===== src/rtl/lowtog_pkg.sv =====
package lowtog_pkg;
  typedef enum logic [1:0] {
    CFG_SWITCH = 2'd0,
    CFG_RUNEXIT = 2'd1,
    CFG_FRZEXIT = 2'd2
  } cfg_sel_e;

  localparam int CODE_W = 4;
endpackage


===== src/rtl/lowtog_lfsr.sv =====
module lowtog_lfsr #(
  parameter int N = 16,
  parameter logic [N-1:0] TAPS = 16'hB400,
  parameter logic [N-1:0] SEED = 16'hACE1
) (
  input  logic         clk,
  input  logic         rst,
  output logic [N-1:0] q
);
  logic fb;

  always_comb fb = ^(q & TAPS);

  always_ff @(posedge clk) begin
    if (rst) q <= SEED;
    else     q <= {q[N-2:0], fb};
  end
endmodule


===== src/rtl/lowtog_weight.sv =====
module lowtog_weight #(
  parameter int N = 16,
  parameter int BASE = 0
) (
  input  logic [3:0]   code,
  input  logic [N-1:0] prpg,
  output logic         bit_o
);
  logic [3:0] term;

  always_comb begin
    term[0] = prpg[(BASE) % N];
    term[1] = prpg[(BASE + 1) % N] & prpg[(BASE + 2) % N];
    term[2] = prpg[(BASE + 3) % N] & prpg[(BASE + 4) % N] & prpg[(BASE + 5) % N];
    term[3] = prpg[(BASE + 6) % N] & prpg[(BASE + 7) % N] &
              prpg[(BASE + 8) % N] & prpg[(BASE + 9) % N];
    bit_o   = |(code & term);
  end
endmodule


===== src/rtl/lowtog_hold_bank.sv =====
module lowtog_hold_bank #(
  parameter int N = 16
) (
  input  logic         clk,
  input  logic         rst,
  input  logic [N-1:0] en,
  input  logic [N-1:0] d,
  output logic [N-1:0] q
);
  for (genvar i = 0; i < N; i++) begin : g_bit
    always_ff @(posedge clk) begin
      if (rst)        q[i] <= 1'b0;
      else if (en[i]) q[i] <= d[i];
    end
  end
endmodule


===== src/rtl/lowtog_phase_shift.sv =====
module lowtog_phase_shift #(
  parameter int N = 16,
  parameter int S = 8,
  parameter int OFF_A = 5,
  parameter int OFF_B = 11
) (
  input  logic         clk,
  input  logic         rst,
  input  logic [N-1:0] latch,
  output logic [S-1:0] scan
);
  for (genvar j = 0; j < S; j++) begin : g_chain
    localparam int IA = (j + OFF_A) % N;
    localparam int IB = (j + OFF_B) % N;
    always_ff @(posedge clk) begin
      if (rst) scan[j] <= 1'b0;
      else     scan[j] <= latch[j] ^ latch[IA] ^ latch[IB];
    end
  end
endmodule


===== src/rtl/lowtog_prpg.sv =====
module lowtog_prpg
  import lowtog_pkg::*;
#(
  parameter int N = 16,
  parameter int S = 8,
  parameter logic [N-1:0] TAPS = 16'hB400,
  parameter logic [N-1:0] SEED = 16'hACE1,
  parameter int OFF_A = 5,
  parameter int OFF_B = 11,
  parameter int T_BASE = 8
) (
  input  logic             clk,
  input  logic             rst,
  input  logic             pattern_start,
  input  logic             cfg_we,
  input  logic [1:0]       cfg_sel,
  input  logic [3:0]       cfg_data,
  output logic [S-1:0]     scan_out
);
  logic [CODE_W-1:0] switch_q, runexit_q, frzexit_q;
  logic [N-1:0]      lfsr_q, shadow_q, ctrl_q, latch_q, en;
  logic              tff_q, lp_off, w_mask, w_flip;
  logic [CODE_W-1:0] flip_code;

  lowtog_lfsr #(.N(N), .TAPS(TAPS), .SEED(SEED)) u_lfsr (
    .clk(clk), .rst(rst), .q(lfsr_q)
  );

  always_comb begin
    lp_off    = (switch_q == '0);
    flip_code = tff_q ? runexit_q : frzexit_q;
    en        = lp_off ? '1 : (ctrl_q & {N{tff_q}});
  end

  lowtog_weight #(.N(N), .BASE(0)) u_wmask (
    .code(switch_q), .prpg(lfsr_q), .bit_o(w_mask)
  );

  lowtog_weight #(.N(N), .BASE(T_BASE)) u_wflip (
    .code(flip_code), .prpg(lfsr_q), .bit_o(w_flip)
  );

  always_ff @(posedge clk) begin
    if (rst) begin
      switch_q  <= '0;
      runexit_q <= '0;
      frzexit_q <= '0;
    end else if (cfg_we) begin
      case (cfg_sel_e'(cfg_sel))
        CFG_SWITCH:  switch_q  <= cfg_data;
        CFG_RUNEXIT: runexit_q <= cfg_data;
        CFG_FRZEXIT: frzexit_q <= cfg_data;
        default: ;
      endcase
    end
  end

  always_ff @(posedge clk) begin
    if (rst) begin
      shadow_q <= '0;
      ctrl_q   <= '0;
      tff_q    <= 1'b1;
    end else begin
      shadow_q <= {shadow_q[N-2:0], w_mask};
      if (pattern_start) begin
        ctrl_q <= shadow_q;
        tff_q  <= 1'b1;
      end else if (w_flip) begin
        tff_q  <= ~tff_q;
      end
    end
  end

  lowtog_hold_bank #(.N(N)) u_hold (
    .clk(clk), .rst(rst), .en(en), .d(lfsr_q), .q(latch_q)
  );

  lowtog_phase_shift #(.N(N), .S(S), .OFF_A(OFF_A), .OFF_B(OFF_B)) u_ps (
    .clk(clk), .rst(rst), .latch(latch_q), .scan(scan_out)
  );
endmodule


===== config.mk =====
export PLATFORM = sky130hd
export DESIGN_NAME = lowtog_prpg
export DESIGN_NICKNAME = d
export VERILOG_FILES = /design/src/rtl/lowtog_pkg.sv /design/src/rtl/lowtog_lfsr.sv /design/src/rtl/lowtog_weight.sv /design/src/rtl/lowtog_hold_bank.sv /design/src/rtl/lowtog_phase_shift.sv /design/src/rtl/lowtog_prpg.sv
export SDC_FILE = /design/constraint.sdc
export NUM_CORES = 1
export LEC_CHECK = 0
export BUFFER_PORTS_ARGS = -buffer_cell sky130_fd_sc_hd__clkbuf_2
export CELL_PAD_IN_SITES_DETAIL_PLACEMENT = 1
export CELL_PAD_IN_SITES_GLOBAL_PLACEMENT = 1
export CORE_MARGIN = 2
export CORE_UTILIZATION = 45
export CTS_BUF_LIST = sky130_fd_sc_hd__clkbuf_16
export CTS_CLUSTER_SIZE = 28
export DETAILED_ROUTE_END_ITERATION = 8
export PLACE_DENSITY = 0.76
export SLEW_MARGIN = 20
export SYNTH_ARGS = -nofsm -noshare
export SYNTH_HDL_FRONTEND = slang
export SYNTH_SLANG_ARGS = --single-unit

===== constraint.sdc =====
create_clock -name clk -period 3.85 [get_ports clk]
set_input_delay 0.385 -clock clk [delete_from_list [all_inputs] [get_ports clk]]
set_output_delay 0.385 -clock clk [all_outputs]
set_load 0.02 [all_outputs]

==> flow_summary.yaml <==
synthesis:
  synth_compound_area_frac: 0.0387
  syn-num-nets: 290
  yosysUniqueCellTypes: 29
  muxShareOfSynthArea: 0.163
  synthesis.area_um2: 3010
  synth_top_family_by_area: "multiplexers"
  synth-seq-area-share: 0.565
  synth-seq-cells: 85
  avgSynthCellArea_um2: 10.8
  yosys_warnings: 0
  synthXorXnorAreaFrac: 0.0466
  synthSimpleGateAreaFrac: 0.162
  syn-instance-count: 280
  synth_fa_ha_area_frac: 0
final_layout:
  fillers: 692
  fin_nets: 305
  drive_gt1_frac: 0.150
  design_area_um2: 3470
  final_core_util: 0.540
  multi_input_area_um2: 1230
  area_delta_synth_final_pct: 15.1
  seq_area_um2: 1700
  n_antenna_cell: 0
setup_path:
  r2r-end: "tff_q"
  endpoint: "tff_q"
  ff2ff_setup_slack_ns: 1.95
  cp-end-kind: "flop"
  crit_path_max_incr_delay_ns: 0.93
  crit_family: "flip-flops"
  path_class: "flop to flop"
  cp_num_buf_inv: 0
  crit_fanout: 22
  cp_slowest_cell: "dfxtp_1"
  critPathLaunch: "tff_q"
  critPathRequiredTime_ns: 4.11
  reg2reg_from: "tff_q"
  cp_num_cells: 3
  r2r_cells: 3
  start_kind: "flop"
  arrival_ns: 2.16
  cp_cell_sequence: "mux2_2 -> a211oi_1 -> mux2i_1"
floorplan:
  initial_utilization: 0.469
  dieArea_um2: 7360
  die_y_um: 85.8
  die_w_um: 85.8
  pin_count: 18
  core_um2: 6420
  rows: 29
clocking:
  cts_setup_buffers: 0
  cts_root_buf: "clkbuf_16"
  cts_hold_buf: 0
  cts_sinks: 85
  clk_latency_ns: 0.33
  cts_resized: 0
  clock_path_buffers: 2
  cts_tree: "done"
  clk_pin_slew_ns: 0.06
  htreeDepth: 3
  cts_buffers: 9
place:
  placed_cell_area_um2: 3130
  numPortBuffers: 17
  gp_congestion: 0.717
  place_ws_ns: 1.94
  place_hpwl_mm: 3.73
timing:
  whs_ns: 0.335
  finClkSkew_ns: 0.00516
  max_slew_margin: 0.357
  setup_slack_ns: 1.95
  max_freq_mhz: 528
  final-max-slew-violation-count: 0
  worst_slew_pin_slew_ns: 0.957
  post-route-period-util: 0.492
  timing.final.hold_violations: 0
  min_period_ns: 1.90
  setup-violations-final: 0
  grt_setup_unrepaired: "no"
  finalSetupTns_ns: 0
global_route:
  grt_pass1_vias: 1847
  overflow: 0
  grt_use_total: 0.170
  antenna_found_initial: 0
  grt_first_pass_wirelength_mm: 9.40
  grt_max_degree: 50
outcome:
  status: "finished clean"
route:
  ant_nets: 0
  wirelength_mm: 5.61
  wl_per_cell_um: 14.9
  viasPerCell: 5.06
  drc: 0
  drt_pass1_iterations: 6
  vias: 1907
  drtIter0Drc: 91
worst_hold_path:
  hp-start: "cfg_data[3]"
  hold_class: "input port to flop"
power_and_ir_drop:
  ir_drop_uv: 305
  p_per_area_nw_per_um2: 604
  p_leak_uw: 0.00150
run:
  maxCapViolCount: 0
through the flow:
| step | instances | power [uW] |
|---|---|---|
| after global placement | 361 | 1140 |
| after CTS | 377 | 2120 |
| final | 377 | 2090 |
| after detailed placement | 361 | 1150 |
| after floorplan | 280 | 1100 |
| after global routing | 377 | 2170 |
final cells by class:
cell class                      count  share of cell area
Clock inverter                      7              0.0332
Clock buffer                        9              0.0650
Multi-Input combinational cell    181               0.356
Tap cell                           77              0.0278
Sequential cell                    85               0.491
Timing Repair Buffer               18              0.0267
how the worst min path moves through the flow:
stage,to,cells after the start
detailed placement,u_lfsr.q[7],1
global placement,u_lfsr.q[7],1
global route,frzexit_q[1],3
CTS,switch_q[1],3
finish,frzexit_q[3],3
floorplan,u_lfsr.q[7],1
kinds of logic after synthesis:
| family | after synthesis |
|---|---|
| buffers and inverters | 14 |
| muxes | 49 |
| and+or+nand+nor | 96 |
| AOI/OAI and AO/OA | 20 |
| DFF | 85 |
| xor gates and xnor gates | 16 |
report_power, final:
part / switching (uW) / internal, uW
Combinational: 93.4 / 75.5
Clock: 338 / 631
Sequential: 31.9 / 924
Total: 463 / 1630
tightest hold or removal path, cell delays in order:
cell	delay, ns
clkbuf_2	0.10
mux2i_1	0.06
nor2_1	0.08
sequential cells by signal, summed over array words and instances (netlist names):
signal,count
switch_q,4
u_lfsr.q,16
shadow_q,16
u_ps.scan,8
frzexit_q,4
ctrl_q,16
tff_q,1
runexit_q,4
u_hold.q,16
synthesized netlist by cell type, drive strengths merged:
cell,number,area share
nand3b,2,0.0050
a21oi,16,0.029
nand2,1,0.0012
nor3b,2,0.0067
nor4,1,0.0071
xnor2,9,0.026
nor2b,23,0.048
nand4,2,0.0042
or2,7,0.015
a211oi,1,0.0025
o22ai,1,0.0021
mux2i,48,0.16
nand3,2,0.0033
buf,6,0.015
a32oi,1,0.0029
and3,1,0.0021
nor2,53,0.066
clkbuf,8,0.010
xor2,7,0.020
nor3,1,0.0017
mux2,1,0.0037
nand2b,1,0.0021
a31oi,1,0.0021
dfxtp,85,0.57
metal layers:
metal  global-route usage  vias up  wire length [um]
met4               0.0606        0                70
met1                0.215      907              2680
li1                     -      962                 -
met3               0.0529        6               194
met5                    0        -                 0
met2                0.276       32              2670
cell usage in the layout (no fill, tap or decap):
| cell | count |
|---|---|
| nand2_1 | 1 |
| buf_4 | 1 |
| clkinv_2 | 1 |
| mux2_2 | 1 |
| o22ai_1 | 1 |
| xor2_1 | 7 |
| and3_1 | 1 |
| nor3b_1 | 1 |
| clkbuf_2 | 17 |
| nor3b_2 | 1 |
| nand2b_1 | 1 |
| nand3b_1 | 2 |
| a21oi_1 | 14 |
| or2_2 | 7 |
| xnor2_1 | 9 |
| clkinvlp_4 | 1 |
| a31oi_1 | 1 |
| clkbuf_16 | 9 |
| nand3_1 | 2 |
| dfxtp_1 | 85 |
| nand4_1 | 2 |
| a211oi_1 | 1 |
| mux2i_1 | 48 |
| bufinv_16 | 3 |
| nor2_1 | 53 |
| nor4_4 | 1 |
| a32oi_1 | 1 |
| clkinv_4 | 1 |
| nor3_1 | 1 |
| a21oi_2 | 2 |
| inv_1 | 1 |
| nor2b_1 | 23 |
No activity file was read; power rests on OpenSTA's default activity.
